## config.mk

```make
export PLATFORM = sky130hd
export DESIGN_NAME = frac_clk_div
export DESIGN_NICKNAME = d
export VERILOG_FILES = /design/src/rtl/fdiv_pkg.sv /design/src/rtl/fdiv_regif.sv /design/src/rtl/fdiv_phase.sv /design/src/rtl/frac_clk_div.sv
export SDC_FILE = /design/constraint.sdc
export NUM_CORES = 1
export LEC_CHECK = 0
export ABC_AREA = 0
export ABC_CLOCK_PERIOD_IN_PS = 6540
export BUFFER_PORTS_ARGS = -buffer_cell sky130_fd_sc_hd__buf_4
export CAP_MARGIN = 5
export CORE_ASPECT_RATIO = 0.75
export CORE_UTILIZATION = 50
export DETAILED_ROUTE_END_ITERATION = 7
export HOLD_SLACK_MARGIN = 0.06
export PLACE_DENSITY = 0.8
export SKIP_CTS_REPAIR_TIMING = 1
export SLEW_MARGIN = 40
export SYNTH_ARGS = -nofsm -noshare
export SYNTH_HDL_FRONTEND = slang
export SYNTH_SLANG_ARGS = --single-unit
```

## constraint.sdc

```tcl
create_clock -name clk -period 6.54 [get_ports clk]
set_input_delay 0.327 -clock clk [delete_from_list [all_inputs] [get_ports clk]]
set_output_delay 0.327 -clock clk [all_outputs]
set_load 0.02 [all_outputs]
```

## src/rtl/fdiv_pkg.sv

```systemverilog
// Package: shared types for the fractional divider.
// Assumes: nothing beyond IEEE 1800-2017.
package fdiv_pkg;
    // Commit handshake states: idle, waiting for a period boundary, settling.
    typedef enum logic [1:0] {
        CM_IDLE   = 2'd0,
        CM_PEND   = 2'd1,
        CM_SETTLE = 2'd2
    } commit_t;
endpackage

```

## src/rtl/fdiv_regif.sv

```systemverilog
// Module: fdiv_regif
// Holds the staged divisor field and runs the commit handshake.
// A write in idle stages the field. If the commit bit is set and the gate is
// on, the write also arms a commit. The armed commit is applied at the next
// period boundary reported by the phase engine, then one settle cycle follows.
// Assumes: boundary is a single-cycle indication from the phase engine.
module fdiv_regif
    import fdiv_pkg::*;
#(
    parameter int FIELD_W     = 8,
    parameter int RESET_FIELD = 3
) (
    input  logic               clk,
    input  logic               rst_n,
    input  logic               gate_en,
    input  logic               wr_en,
    input  logic [FIELD_W-1:0] wr_field,
    input  logic               wr_commit,
    input  logic               boundary,
    output logic [FIELD_W-1:0] staged,
    output logic               apply,
    output logic               busy
);
    commit_t state;

    // Decode the handshake outputs from the state.
    always_comb begin
        apply = (state == CM_PEND) && boundary;
        busy  = (state != CM_IDLE);
    end

    // Stage writes and advance the commit handshake.
    always_ff @(posedge clk) begin
        if (!rst_n) begin
            state  <= CM_IDLE;
            staged <= FIELD_W'(RESET_FIELD);
        end else begin
            case (state)
                CM_IDLE: begin
                    if (wr_en) begin
                        staged <= wr_field;
                        if (wr_commit && gate_en) begin
                            state <= CM_PEND;
                        end
                    end
                end
                CM_PEND: begin
                    if (boundary) begin
                        state <= CM_SETTLE;
                    end
                end
                default: begin
                    state <= CM_IDLE;
                end
            endcase
        end
    end
endmodule

```

## src/rtl/fdiv_phase.sv

```systemverilog
// Module: fdiv_phase
// Phase accumulator for the divider. Each gated cycle adds 2^FRAC_W to the
// phase. When the sum reaches the scaled divisor, a period ends and the
// divisor is subtracted. This alternates between floor and ceiling periods.
// A load replaces the divisor and restarts the phase from zero.
// Assumes: load is asserted only together with hit; FRAC_W < FIELD_W.
module fdiv_phase #(
    parameter int FIELD_W     = 8,
    parameter int FRAC_W      = 2,
    parameter int RESET_FIELD = 3,
    localparam int D_W        = FIELD_W + 1
) (
    input  logic               clk,
    input  logic               rst_n,
    input  logic               run,
    input  logic               load,
    input  logic [FIELD_W-1:0] new_field,
    output logic               hit,
    output logic               tick,
    output logic [D_W-1:0]     div_act
);
    localparam logic [D_W-1:0] STEP    = D_W'(1) << FRAC_W;
    localparam logic [D_W-1:0] RST_DIV = D_W'(RESET_FIELD) + STEP;

    logic [D_W-1:0] acc;
    logic [D_W:0]   sum;
    logic [D_W:0]   rem;
    logic [D_W-1:0] new_div;

    // Form the next phase and detect the end of a period.
    always_comb begin
        sum     = {1'b0, acc} + {1'b0, STEP};
        rem     = sum - {1'b0, div_act};
        hit     = run && (sum >= {1'b0, div_act});
        new_div = {1'b0, new_field} + STEP;
    end

    // Advance the phase, register the pulse and swap the divisor on load.
    always_ff @(posedge clk) begin
        if (!rst_n) begin
            acc     <= '0;
            tick    <= 1'b0;
            div_act <= RST_DIV;
        end else begin
            tick <= hit;
            if (load) begin
                div_act <= new_div;
                acc     <= '0;
            end else if (hit) begin
                acc <= rem[D_W-1:0];
            end else if (run) begin
                acc <= sum[D_W-1:0];
            end
        end
    end
endmodule

```

## src/rtl/frac_clk_div.sv

```systemverilog
// Module: frac_clk_div (top)
// Divider with a register-mapped divisor field stored as divisor minus one,
// optional fraction bits and a self-clearing commit bit.
// Assumes: FIELD_LSB + FIELD_W <= REG_W, TRIG_BIT lies outside the field,
// FRAC_W < FIELD_W.
module frac_clk_div #(
    parameter int REG_W       = 32,
    parameter int FIELD_LSB   = 4,
    parameter int FIELD_W     = 8,
    parameter int FRAC_W      = 2,
    parameter int TRIG_BIT    = 31,
    parameter int RESET_FIELD = 3
) (
    input  logic             clk,
    input  logic             rst_n,
    input  logic             gate_en,
    input  logic             wr_en,
    input  logic [REG_W-1:0] wr_data,
    output logic [REG_W-1:0] rd_data,
    output logic             tick_o
);
    localparam int D_W = FIELD_W + 1;

    logic [FIELD_W-1:0] staged;
    logic               apply;
    logic               busy;
    logic               hit;
    logic [D_W-1:0]     div_act;
    logic               wr_data_unused;

    // Only the field and commit bit of the write word are decoded.
    assign wr_data_unused = ^wr_data;

    fdiv_regif #(
        .FIELD_W    (FIELD_W),
        .RESET_FIELD(RESET_FIELD)
    ) regif_i (
        .clk      (clk),
        .rst_n    (rst_n),
        .gate_en  (gate_en),
        .wr_en    (wr_en),
        .wr_field (wr_data[FIELD_LSB +: FIELD_W]),
        .wr_commit(wr_data[TRIG_BIT]),
        .boundary (hit),
        .staged   (staged),
        .apply    (apply),
        .busy     (busy)
    );

    fdiv_phase #(
        .FIELD_W    (FIELD_W),
        .FRAC_W     (FRAC_W),
        .RESET_FIELD(RESET_FIELD)
    ) phase_i (
        .clk      (clk),
        .rst_n    (rst_n),
        .run      (gate_en),
        .load     (apply),
        .new_field(staged),
        .hit      (hit),
        .tick     (tick_o),
        .div_act  (div_act)
    );

    // Assemble the read-back word.
    always_comb begin
        rd_data                        = '0;
        rd_data[FIELD_LSB +: FIELD_W]  = staged;
        rd_data[TRIG_BIT]              = busy;
    end
endmodule

```

==> out/metrics.yaml <==
top_post_synthesis_cells_by_area: "sky130_fd_sc_hd__dfxtp_1 (29%), sky130_fd_sc_hd__buf_4 (9.9%), sky130_fd_sc_hd__ha_1 (7.0%)"
worst_setup_hold_path_clk_slew_ns: 0.07
fin_crit_ns: 3.09
worst_r2r_path_depth: 10
port_buffers: 22
cts_root_buffer: "sky130_fd_sc_hd__clkbuf_8"
worst_min_path_class: "input port to flip-flop"
finalClockSkew_ns: 0.00201
core_area_mm2: 0.00371
syn_avg_cell_area_um2: 8.23
grt_pass1_wl_mm: 6.60
setup_violations: 0
leakage_uw: 0.000980
cell_accounting_for_the_most_synthesized_area: "sky130_fd_sc_hd__dfxtp_1"
fmax_mhz: 324
floorplan.die_area_mm2: 0.00421
drt_first_pass_iters: 4
die-width_um: 74.6
synthMostInstantiatedCell: "sky130_fd_sc_hd__nand2_1"
critical_path_cell_count: 10
wirelength_mm: 4.00
cp_num_buf_inv: 0
cell_breakdown_of_the_critical_path: "nand3_4 > o21ai_0 > nand2_1 > ha_1 > nand3_2 > or3_1 > o2111a_1 > nor3_2 > nand4_1 > a21oi_1"
worst_path_largest_cell_delay_ns: 0.48
first_global_vias: 1360
worst_slew_pin_slew_ns: 0.666
synth_top_area_share_pct: 29.4
grt_max_degree: 21
netSwitchingPower_uw: 341
synth.top_cells.by_count: "sky130_fd_sc_hd__nand2_1 (34), sky130_fd_sc_hd__dfxtp_1 (29), sky130_fd_sc_hd__buf_4 (26)"
synthesis.area_mm2: 0.00197
drive_above_1_share_pct: 15.8
number_of_flops_mapped_to_enable_cells_by_yosys: 0
drtAntennaViolNets: 0
hold_path_depth: 3
postSynthCellCount: 240
postSynthRegisterBits: 29
tritoncts_clock_tree: "built"
cts-htree-levels: 2
io_pins: 69
area_growth_syn_to_layout_pct: 8.81
cts-root-to-sink-buffers: 2
clkPwrFrac_pct: 18.2
reg_to_reg_setup_timing_slack_ns: 3.45
crit-reg2reg-launch: "phase_i.acc[4]"
share_comb_of_total_power_pct: 53.1
clock_latency_at_the_later_pin_of_the_worst_skew_pair_ns: 0.28
synth-warning-count: 0
worstPathRequired_ns: 6.75
power.share.sequential_pct: 28.7
dominantRegCellSynth: "sky130_fd_sc_hd__dfxtp_1"
finalWeightedCongestion: 0.867
detail_route.iter0.violations: 64
status: "completed"
grt.total_usage_pct: 20.7
core.rowCount: 19
initial_core_util_pct: 53.2
p_per_area_mw_per_mm2: 379
hold_slack_ns: 0.245
grt_antenna_before_repair: 0
hold_viol_final: 0
setup.worst_path.start: "phase_i.acc[4]"
route.detailed.drc: 0
vias_per_cell: 5.15
timing.rr.end: "phase_i.div_act[8]"
cts_made_buffers: 5
detailed_place_hpwl_mm: 3.00
cp_top_family: "simple AND/OR/NAND/NOR gates"
globalRouteOverflowTotal: 0
count_of_inserted_antenna_diode_cells: 0
vias: 1607
setup_total_negative_slack_ns: 0
arrival_ns: 3.29
final.fill_count: 344
internal_power_uw: 473
slew_violations: 0
finalNetCount: 307
synth.yosys.seq_area_share_pct: 29.4
yosysUniqueCellTypes: 49
worst_path_max_fanout: 7
rsz_0062_raised_after_global_routing: "no"
critical-path-slowest-cell: "sky130_fd_sc_hd__or3_1"
die_y_um: 56.4
max_cap_violations: 0
clkSinkCount: 29
startpoint_type: "flip-flop"
timing.max_slew.rel_slack_pct: 55.5
worstSetupPathType: "flip-flop to flip-flop"
max_rail_drop_vdd_v: 0.000221
p_sw_share_pct: 41.9
timing.critical_path.to_type: "flip-flop"
layout_worst_path_cycle_share_pct: 47.2
drt-wirelength-per-cell_um: 12.8
critical_path.endpoint: "phase_i.div_act[8]"
synth_async_sr_flop_share_pct: 0
==> state kept, by name, summed over array words and instances (netlist names) <==
signal           flops
regif_i.state        2
phase_i.tick         1
phase_i.div_act      9
phase_i.acc          9
regif_i.staged       8
==> worst reg2reg max path, delay by kind of cell (launching register included) <==
family,cells,cell delay [ns]
AO/OA/AOI/OAI,3,0.71
adder cells (fa/ha/maj),1,0.40
AND/OR/NAND/NOR,6,1.44
flip-flops,1,0.47
==> metal layers <==
metal	GRT usage [%]	up-vias	wire length (um)
met3	6.64	4	220
met4	4.85	0	33
met1	31.6	746	2050
li1	-	819	-
met2	27.8	38	1690
met5	0	-	0
==> cell usage in the layout (no fill, tap or decap), types with 2 or more instances in the layout <==
master,netlist,routed
sky130_fd_sc_hd__o21ai_0,4,4
sky130_fd_sc_hd__a21o_1,4,4
sky130_fd_sc_hd__o211ai_1,3,3
sky130_fd_sc_hd__nand3_4,2,2
sky130_fd_sc_hd__mux2i_1,2,2
sky130_fd_sc_hd__and3_1,2,2
sky130_fd_sc_hd__clkbuf_8,0,5
sky130_fd_sc_hd__nand2_1,34,34
sky130_fd_sc_hd__nand2b_1,3,3
sky130_fd_sc_hd__nor3_1,2,2
sky130_fd_sc_hd__xnor2_1,9,9
sky130_fd_sc_hd__conb_1,1,23
sky130_fd_sc_hd__inv_1,15,15
sky130_fd_sc_hd__dfxtp_1,29,29
sky130_fd_sc_hd__ha_1,11,11
sky130_fd_sc_hd__nand3_1,10,10
sky130_fd_sc_hd__xor2_1,4,4
sky130_fd_sc_hd__or3_1,6,6
sky130_fd_sc_hd__a211oi_1,4,4
sky130_fd_sc_hd__buf_4,26,22
sky130_fd_sc_hd__a21oi_1,20,20
sky130_fd_sc_hd__clkinv_2,0,2
sky130_fd_sc_hd__nand4_1,2,2
sky130_fd_sc_hd__nor2_1,16,16
==> area by class of cell <==
| class | instances | area (um2) | area share (%) |
|---|---|---|---|
| multi-input combinational | 186 | 1190 | 55.6 |
| tap | 52 | 65.1 | 3.03 |
| clock buffer | 5 | 68.8 | 3.20 |
| inverter | 15 | 56.3 | 2.62 |
| clock inverter | 3 | 17.5 | 0.815 |
| sequential | 29 | 581 | 27.0 |
| timing repair buffer | 22 | 165 | 7.69 |
==> cells by family (layout without fill, tap and decap cells) <==
family | Yosys count | in the layout | share of synthesized area, %
AO/OA/AOI/OAI | 49 | 49 | 18.4
XOR/XNOR | 13 | 13 | 5.77
adder cells (fa/ha/maj) | 12 | 12 | 7.98
buffers and inverters | 47 | 45 | 14.3
flip-flops | 29 | 29 | 29.4
multiplexers | 2 | 2 | 1.01
other | 1 | 23 | 0.190
AND/OR/NAND/NOR | 87 | 87 | 22.9
==> power by group through the flow <==
stage,sequential [uW],combinational (uW),clock [uW]
detailed placement,237,430,0
global placement,236,421,0
CTS,234,432,151
finish,234,432,148
global route,238,478,163
floorplan,237,362,0
==> worst min path at each step <==
stage          slack, ns      startpoint                 to
2_1_floorplan       0.43  phase_i.acc[0]     phase_i.acc[0]
4_1_cts             0.23      wr_data[4]  regif_i.staged[0]
3_5_place_dp        0.45  phase_i.acc[0]     phase_i.acc[0]
5_1_grt             0.27      wr_data[5]  regif_i.staged[1]
3_3_place_gp        0.44  phase_i.acc[0]     phase_i.acc[0]
6_report            0.24      wr_data[5]  regif_i.staged[1]
==> stage by stage <==
stage | setup WS, ns | utilization [%] | area (um2) | total power (uW) | std cells
global placement | 3.65 | 55.6 | 2060 | 657 | 304
finish | 3.45 | 57.9 | 2150 | 814 | 312
detailed placement | 3.55 | 55.6 | 2060 | 668 | 304
global route | 3.33 | 57.9 | 2150 | 878 | 312
CTS | 3.52 | 57.9 | 2150 | 817 | 312
floorplan | 3.94 | - | 2060 | 599 | 262
(Power assumes the default switching activity.)
